===== src/rtl/pcap_pkg.sv =====
package pcap_pkg;

  localparam int BYTE_W = 8;
  localparam int CH_W   = 8;
  localparam int WORD_W = 32;
  localparam int PAIR_W = 2 * BYTE_W;

  localparam logic [2:0] FMT_444 = 3'b000;
  localparam logic [2:0] FMT_555 = 3'b001;
  localparam logic [2:0] FMT_565 = 3'b010;

  typedef struct packed {
    logic [CH_W-1:0] r;
    logic [CH_W-1:0] g;
    logic [CH_W-1:0] b;
  } rgb_t;

  // Left-justify a packed 16-bit pixel into three 8-bit channels.
  function automatic rgb_t expand_pix(input logic [2:0] fmt, input logic [PAIR_W-1:0] v);
    rgb_t c;
    case (fmt)
      FMT_444: begin
        c.r = {v[11:8], 4'b0};
        c.g = {v[7:4],  4'b0};
        c.b = {v[3:0],  4'b0};
      end
      FMT_555: begin
        c.r = {v[14:10], 3'b0};
        c.g = {v[9:5],   3'b0};
        c.b = {v[4:0],   3'b0};
      end
      default: begin
        c.r = {v[15:11], 3'b0};
        c.g = {v[10:5],  2'b0};
        c.b = {v[4:0],   3'b0};
      end
    endcase
    return c;
  endfunction

endpackage


===== src/rtl/pcap_byte_pair.sv =====
module pcap_byte_pair
  import pcap_pkg::*;
(
  input  logic              clk,
  input  logic              rst_n,
  input  logic              href,
  input  logic [BYTE_W-1:0] din,
  output logic              pair_done,
  output logic [PAIR_W-1:0] pair_val,
  output logic              line_end
);

  logic              href_q, href_q_n;
  logic              have_hi, have_hi_n;
  logic [BYTE_W-1:0] hi_q, hi_q_n;
  logic              hi_en;

  always_comb begin
    href_q_n = href;
    have_hi_n = 1'b0;
    hi_en = 1'b0;
    hi_q_n = hi_q;
    if (href) begin
      if (!href_q || !have_hi) begin
        have_hi_n = 1'b1;
        hi_en = 1'b1;
        hi_q_n = din;
      end
    end
  end

  always_ff @(posedge clk or negedge rst_n) begin
    if (!rst_n) begin
      href_q  <= 1'b0;
      have_hi <= 1'b0;
      hi_q    <= '0;
    end else begin
      href_q  <= href_q_n;
      have_hi <= have_hi_n;
      if (hi_en) hi_q <= hi_q_n;
    end
  end

  assign pair_done = href & href_q & have_hi;
  assign pair_val  = {hi_q, din};
  assign line_end  = href_q & ~href;

endmodule


===== src/rtl/pcap_fmt_expand.sv =====
module pcap_fmt_expand
  import pcap_pkg::*;
(
  input  logic [2:0]        fmt,
  input  logic [PAIR_W-1:0] packed_pix,
  output logic [WORD_W-1:0] word
);

  localparam int PAD_W = WORD_W - 3 * CH_W;

  rgb_t c;

  always_comb begin
    c = expand_pix(fmt, packed_pix);
    word = {{PAD_W{1'b0}}, c};
  end

endmodule


===== src/rtl/pcap_marker.sv =====
module pcap_marker
  import pcap_pkg::*;
(
  input  logic              clk,
  input  logic              rst_n,
  input  logic              vsync,
  input  logic              pix_in_vld,
  input  logic [WORD_W-1:0] pix_in,
  input  logic              line_end,
  output logic              out_vld,
  output logic [WORD_W-1:0] out_word,
  output logic              out_sof,
  output logic              out_eol
);

  logic              vs_q;
  logic              sof_pend, sof_pend_n;
  logic              held_vld, held_vld_n;
  logic              held_sof, held_sof_n;
  logic [WORD_W-1:0] held_word, held_word_n;
  logic              out_vld_n, out_sof_n, out_eol_n;
  logic [WORD_W-1:0] out_word_n;
  logic              sof_now;

  always_comb begin
    sof_now     = sof_pend | (vs_q & ~vsync);
    sof_pend_n  = sof_now;
    held_vld_n  = held_vld;
    held_sof_n  = held_sof;
    held_word_n = held_word;
    out_vld_n   = 1'b0;
    out_sof_n   = 1'b0;
    out_eol_n   = 1'b0;
    out_word_n  = out_word;
    if (pix_in_vld) begin
      if (held_vld) begin
        out_vld_n  = 1'b1;
        out_sof_n  = held_sof;
        out_word_n = held_word;
      end
      held_vld_n  = 1'b1;
      held_sof_n  = sof_now;
      held_word_n = pix_in;
      sof_pend_n  = 1'b0;
    end else if (line_end) begin
      if (held_vld) begin
        out_vld_n  = 1'b1;
        out_sof_n  = held_sof;
        out_eol_n  = 1'b1;
        out_word_n = held_word;
      end
      held_vld_n = 1'b0;
      held_sof_n = 1'b0;
    end
  end

  always_ff @(posedge clk or negedge rst_n) begin
    if (!rst_n) begin
      vs_q      <= 1'b0;
      sof_pend  <= 1'b0;
      held_vld  <= 1'b0;
      held_sof  <= 1'b0;
      held_word <= '0;
      out_vld   <= 1'b0;
      out_sof   <= 1'b0;
      out_eol   <= 1'b0;
      out_word  <= '0;
    end else begin
      vs_q      <= vsync;
      sof_pend  <= sof_pend_n;
      held_vld  <= held_vld_n;
      held_sof  <= held_sof_n;
      if (pix_in_vld) held_word <= held_word_n;
      out_vld   <= out_vld_n;
      out_sof   <= out_sof_n;
      out_eol   <= out_eol_n;
      if (out_vld_n) out_word <= out_word_n;
    end
  end

endmodule


===== src/rtl/cam_pix_capture.sv =====
module cam_pix_capture
  import pcap_pkg::*;
(
  input  logic              pclk,
  input  logic              rst_n,
  input  logic              vsync,
  input  logic              href,
  input  logic [BYTE_W-1:0] cam_d,
  input  logic [2:0]        fmt_sel,
  output logic [WORD_W-1:0] pix_word,
  output logic              pix_valid,
  output logic              pix_sof,
  output logic              pix_eol
);

  logic              pair_done;
  logic [PAIR_W-1:0] pair_val;
  logic              line_end;
  logic [WORD_W-1:0] exp_word;

  pcap_byte_pair u_pair (
    .clk       (pclk),
    .rst_n     (rst_n),
    .href      (href),
    .din       (cam_d),
    .pair_done (pair_done),
    .pair_val  (pair_val),
    .line_end  (line_end)
  );

  pcap_fmt_expand u_expand (
    .fmt        (fmt_sel),
    .packed_pix (pair_val),
    .word       (exp_word)
  );

  pcap_marker u_mark (
    .clk        (pclk),
    .rst_n      (rst_n),
    .vsync      (vsync),
    .pix_in_vld (pair_done),
    .pix_in     (exp_word),
    .line_end   (line_end),
    .out_vld    (pix_valid),
    .out_word   (pix_word),
    .out_sof    (pix_sof),
    .out_eol    (pix_eol)
  );

endmodule


===== config.mk =====
export PLATFORM = sky130hd
export DESIGN_NAME = cam_pix_capture
export DESIGN_NICKNAME = d
export VERILOG_FILES = /design/src/rtl/pcap_pkg.sv /design/src/rtl/pcap_byte_pair.sv /design/src/rtl/pcap_fmt_expand.sv /design/src/rtl/pcap_marker.sv /design/src/rtl/cam_pix_capture.sv
export SDC_FILE = /design/constraint.sdc
export NUM_CORES = 1
export LEC_CHECK = 0
export ABC_CLOCK_PERIOD_IN_PS = 3470
export BUFFER_PORTS_ARGS = -buffer_cell sky130_fd_sc_hd__buf_2
export CAP_MARGIN = 5
export CORE_MARGIN = 8
export CORE_UTILIZATION = 55
export CTS_CLUSTER_DIAMETER = 80
export CTS_CLUSTER_SIZE = 16
export DETAILED_ROUTE_END_ITERATION = 10
export GPL_TIMING_DRIVEN = 1
export HOLD_SLACK_MARGIN = 0.15
export PLACE_DENSITY = 0.81
export SETUP_SLACK_MARGIN = 0.02
export SYNTH_ARGS = -nofsm -noshare
export SYNTH_HDL_FRONTEND = slang
export SYNTH_SLANG_ARGS = --single-unit

===== constraint.sdc =====
create_clock -name pclk -period 3.47 [get_ports pclk]
set_input_delay 0.347 -clock pclk [delete_from_list [all_inputs] [get_ports pclk]]
set_output_delay 0.347 -clock pclk [all_outputs]
set_load 0.01 [all_outputs]

Word-level counts from Yosys, hierarchy flattened:

Index checks and enable logic that the tools add are counted.

* equal/unequal tests: 1
* reductions and logical operators: 7
* bitwise logic cells: 7
* muxes and demuxes: 17

Operator list (number)
* 32-bit 2-to-1 mux: 3
* 24-bit one-hot mux with 2 select lines: 1
* 1-bit 2-to-1 mux: 13
* 1-bit AND: 4
* 3-bit by 1-bit equality test with 1-bit output, second input constant: 1
* 3-bit zero test: 1
* 3-bit AND reduction: 1
* 1-bit zero test: 2
* 1-bit NOT: 2
* 2-bit AND reduction: 1
* 2-bit nonzero test: 1
* 1-bit logical OR: 1
* 1-bit bitwise OR: 1

* logic and storage cells: 44
* input bits: 15
* bits in registers: 73
* output and inout port bits: 35

Depth between registers and ports, before layout:

* depth in word-level cells: 5
* gate-level depth with buffers: 5

Hierarchy:

A second synthesis with hierarchy kept.

* cells, all modules: 242
* area total of the unflattened synthesis: 3482.1 µm²

Modules (own cells, without submodules)
* pcap_marker: area an instance 2627.5 µm², times used 1, cells an instance 154
* pcap_byte_pair: area an instance 435.4 µm², times used 1, cells an instance 29
* pcap_fmt_expand: area an instance 419.2 µm², times used 1, cells an instance 59

Least setup slack after synthesis:

No wires, ideal clock.

* path kind: register to register
* start point: reg u_pair.have_hi
* end point: reg u_mark.out_word[10]
* data required time: 3345 ps
* buffers on the path: 2
* path slack: 2061 ps
* cell stages (with the launch flop): 6
* arrival time: 1284 ps
* library setup time: 125 ps
* cells stage by stage: dfrtp_1 -> nand2b_1 -> and3_1 -> buf_6 -> buf_6 -> mux2_4

* longest elaborated chain between the ends: 3

RTL lines
* start, declared: line pcap_byte_pair.sv:14 `logic have_hi, have_hi_n;`
* start signal, assigned: line pcap_byte_pair.sv:39 `have_hi <= have_hi_n;`
* 1-bit AND: line pcap_byte_pair.sv:44 `assign pair_done = href & href_q & have_hi;`
* 1-bit 2-to-1 mux: line pcap_marker.sv:35 `if (pix_in_vld) begin`
* named net u_mark.out_vld_n: line pcap_marker.sv:21 `logic out_vld_n, out_sof_n, out_eol_n;`
* 2-bit AND reduction (no source line)
* end signal, assigned: line pcap_marker.sv:77 `if (out_vld_n) out_word <= out_word_n;`
* end, declared: line pcap_marker.sv:11 `output logic [WORD_W-1:0] out_word,`

The timed path passes the listed nets, and every way through them passes these cells.
A chain may end at the register's enable or synchronous reset.

Worst setup path in the final report:

* start point: reg u_pair.have_hi
* end point: reg u_mark.out_word[20]

* longest elaborated chain between the ends: 3

RTL lines (line)
* 1-bit AND (*): pcap_byte_pair.sv:44
* 2-bit nonzero test (no source line) or 1-bit 2-to-1 mux (tied branches)
* 2-bit AND reduction (no source line)

Mark *: on every way between the ends. The rest lies on a longest branch, timed or not.

==> results.yml <==
status:
  status: "finished clean"
sta:
  rsz0062_at_grt: "false"
  fin_setup_tns_ns: 0
  worst_slew_pin_slew_ns: 1.03
  maxSlewViolCount: 0
  slew_headroom: 0.316
  fin_crit_ns: 1.92
  skew_ns: 0.00517
  timing.fmax_mhz: 520
  period_share: 0.554
  fin_ws_ns: 1.55
  hold_viol_final: 0
  final-setup-viol-count: 0
synth:
  yosysUniqueCellTypes: 27
  muxShareOfSynthArea: 0.139
  synth_compound_area_frac: 0.116
  yosysSeqAreaShare: 0.566
  synth-simple-area-share: 0.0960
  synth_top_family_by_area: "multiplexers"
  synth_area_leaders: "dfrtp_1, mux2_2, buf_4"
  netlist.area_leader.share: 0.566
  ys_ff_latch: 49
  syn_inst: 187
  synth_top_area_cell: "dfrtp_1"
  yosysWarnings: 0
  avgSynthCellArea_um2: 11.6
  synthAdderAreaFrac: 0
  synth_area_mm2: 0.00216
  synth-xor-area-share: 0
cts:
  cts.sinks: 49
  cts_hold_buf: 0
  clk_pin_slew_ns: 0.08
  cts-resized-gates: 0
  cts_setup_buffers: 0
  cts_buffers: 5
  cts_tree: "yes"
  clockBufferDepth: 2
  htreeDepth: 2
  clk_latency_ns: 0.30
  root_buffer: "clkbuf_8"
global_route:
  grt_max_degree: 50
  antenna_found_initial: 0
  grt_overflow: 0
  grt_pass1_vias: 1463
  grt.total_usage: 0.138
  grt_pass1_wl_um: 6820
finish:
  syn2layout_area_growth_pct: 9.31
  diodes: 0
  drive_gt1_frac: 0.298
  nFillCells: 347
  layout_common_cells: "dfrtp_1, buf_2, nand2_1"
  register_area_mm2: 0.00123
  final_common_cell: "dfrtp_1"
  final_area_mm2: 0.00237
  fin_util: 0.609
  multiInputGateArea_um2: 818
  final_nets: 233
  largestRegisters: "u_mark.held_word x16, u_mark.out_word x16, u_pair.hi_q x8"
setup_path:
  cp_max_fo: 18
  reg2reg_depth: 3
  cp-start-kind: "register"
  reg2reg_to: "u_mark.out_word[20]"
  timing.rr.start: "u_pair.have_hi"
  worst_ep_required_time_ns: 3.66
  cp-end-kind: "register"
  criticalPathCategory: "reg2reg"
  reg2reg_slack_ns: 1.55
  arrival_ns: 2.11
floorplan:
  ioPinCount: 50
  die-width_um: 78.7
  rows: 23
  initial_utilization: 0.557
  core_area_mm2: 0.00388
  fp.dieArea_mm2: 0.00620
  die_h_um: 78.7
routing:
  drt-pass1-iter-count: 4
  route.vias.total: 1367
  wire_per_inst_um: 14.9
  wl_um: 4000
  via_per_inst: 5.10
  antenna_left: 0
  drt_iter0_markers: 46
  drc: 0
placed_design:
  dpl.hpwl_um: 2880
  io_buffers: 33
  post-place-ws_ns: 1.54
  postPlaceCellArea_mm2: 0.00228
  place.gp.congestion: 0.886
worst_hold_path:
  holdPathStages: 1
  hold_start: "vsync"
  min_path_type: "in2reg"
  holdPathEnd: "u_mark.vs_q"
power:
  p_per_area_mw_per_mm2: 614
  vdd_drop_max_v: 0.000372
  leakage_nw: 1.14
job:
  drv_cap: 0
==> synth_stat cells <==
library cell	instances
dfrtp_1	49
nand2_1	19
o21ai_0	18
buf_4	16
mux2_2	16
a21oi_1	11
a211oi_1	8
mux2_4	8
nor2b_1	8
nor2_1	6
and3_1	3
buf_2	3
nand3_1	3
a31oi_1	2
buf_6	2
clkbuf_1	2
inv_1	2
o21a_1	2
a21oi_2	1
and2_1	1
buf_1	1
conb_1	1
nand2b_1	1
nor3_1	1
o2bb2ai_1	1
or2_2	1
or3_1	1
==> cell type report <==
type	count	area share
flip-flops and latches	49	0.518
inverters	2	0.00317
clock buffers	7	0.0365
repair buffers	33	0.0698
multi-input cells	127	0.346
well taps	50	0.0264
==> worst max path at each step <==
stage	start	endpoint	slack [ns]	depth (start not counted)
5_1_grt	u_pair.have_hi	u_mark.out_word[6]	1.46	3
4_1_cts	u_pair.have_hi	u_mark.out_word[23]	1.55	3
3_5_place_dp	href	u_mark.out_word[23]	1.54	4
3_3_place_gp	href	u_mark.out_word[22]	1.59	4
2_1_floorplan	u_pair.have_hi	u_mark.out_word[10]	2.06	5
6_report	u_pair.have_hi	u_mark.out_word[20]	1.55	3
==> critical path: stages (launching register included) <==
cell      delay, ns
dfrtp_1        0.42
nand2b_1       0.14
and3_1         0.83
mux2_2         0.42
==> where the power goes <==
group	switching, W	internal, W	leakage, nW
clock network	0.000168	0.000158	0.0443
logic	0.000164	0.000180	0.494
registers	0.0000735	0.000707	0.598
==> per-stage QoR <==
stage	hold WS (ns)	power, W	instances
finish	0.168	0.00145	268
global route	0.154	0.00155	268
CTS	0.153	0.00148	268
detailed placement	0.460	0.00115	261
global placement	0.452	0.00113	261
floorplan	0.0514	0.00101	202
==> per-layer routing <==
layer	track usage	up-vias	part of all wire
met3	0.0474	8	0.052
met2	0.229	32	0.50
met4	0.0630	0	0.022
li1	-	674	-
met1	0.156	653	0.43
met5	0	-	0
==> kinds of logic after synthesis <==
kind of cell / Yosys count
buffers and inverters: 26
muxes: 24
and+or+nand+nor: 44
DFF: 49
AOI/OAI and AO/OA: 43
other: 1
Power figures use the tool's default switching activity.
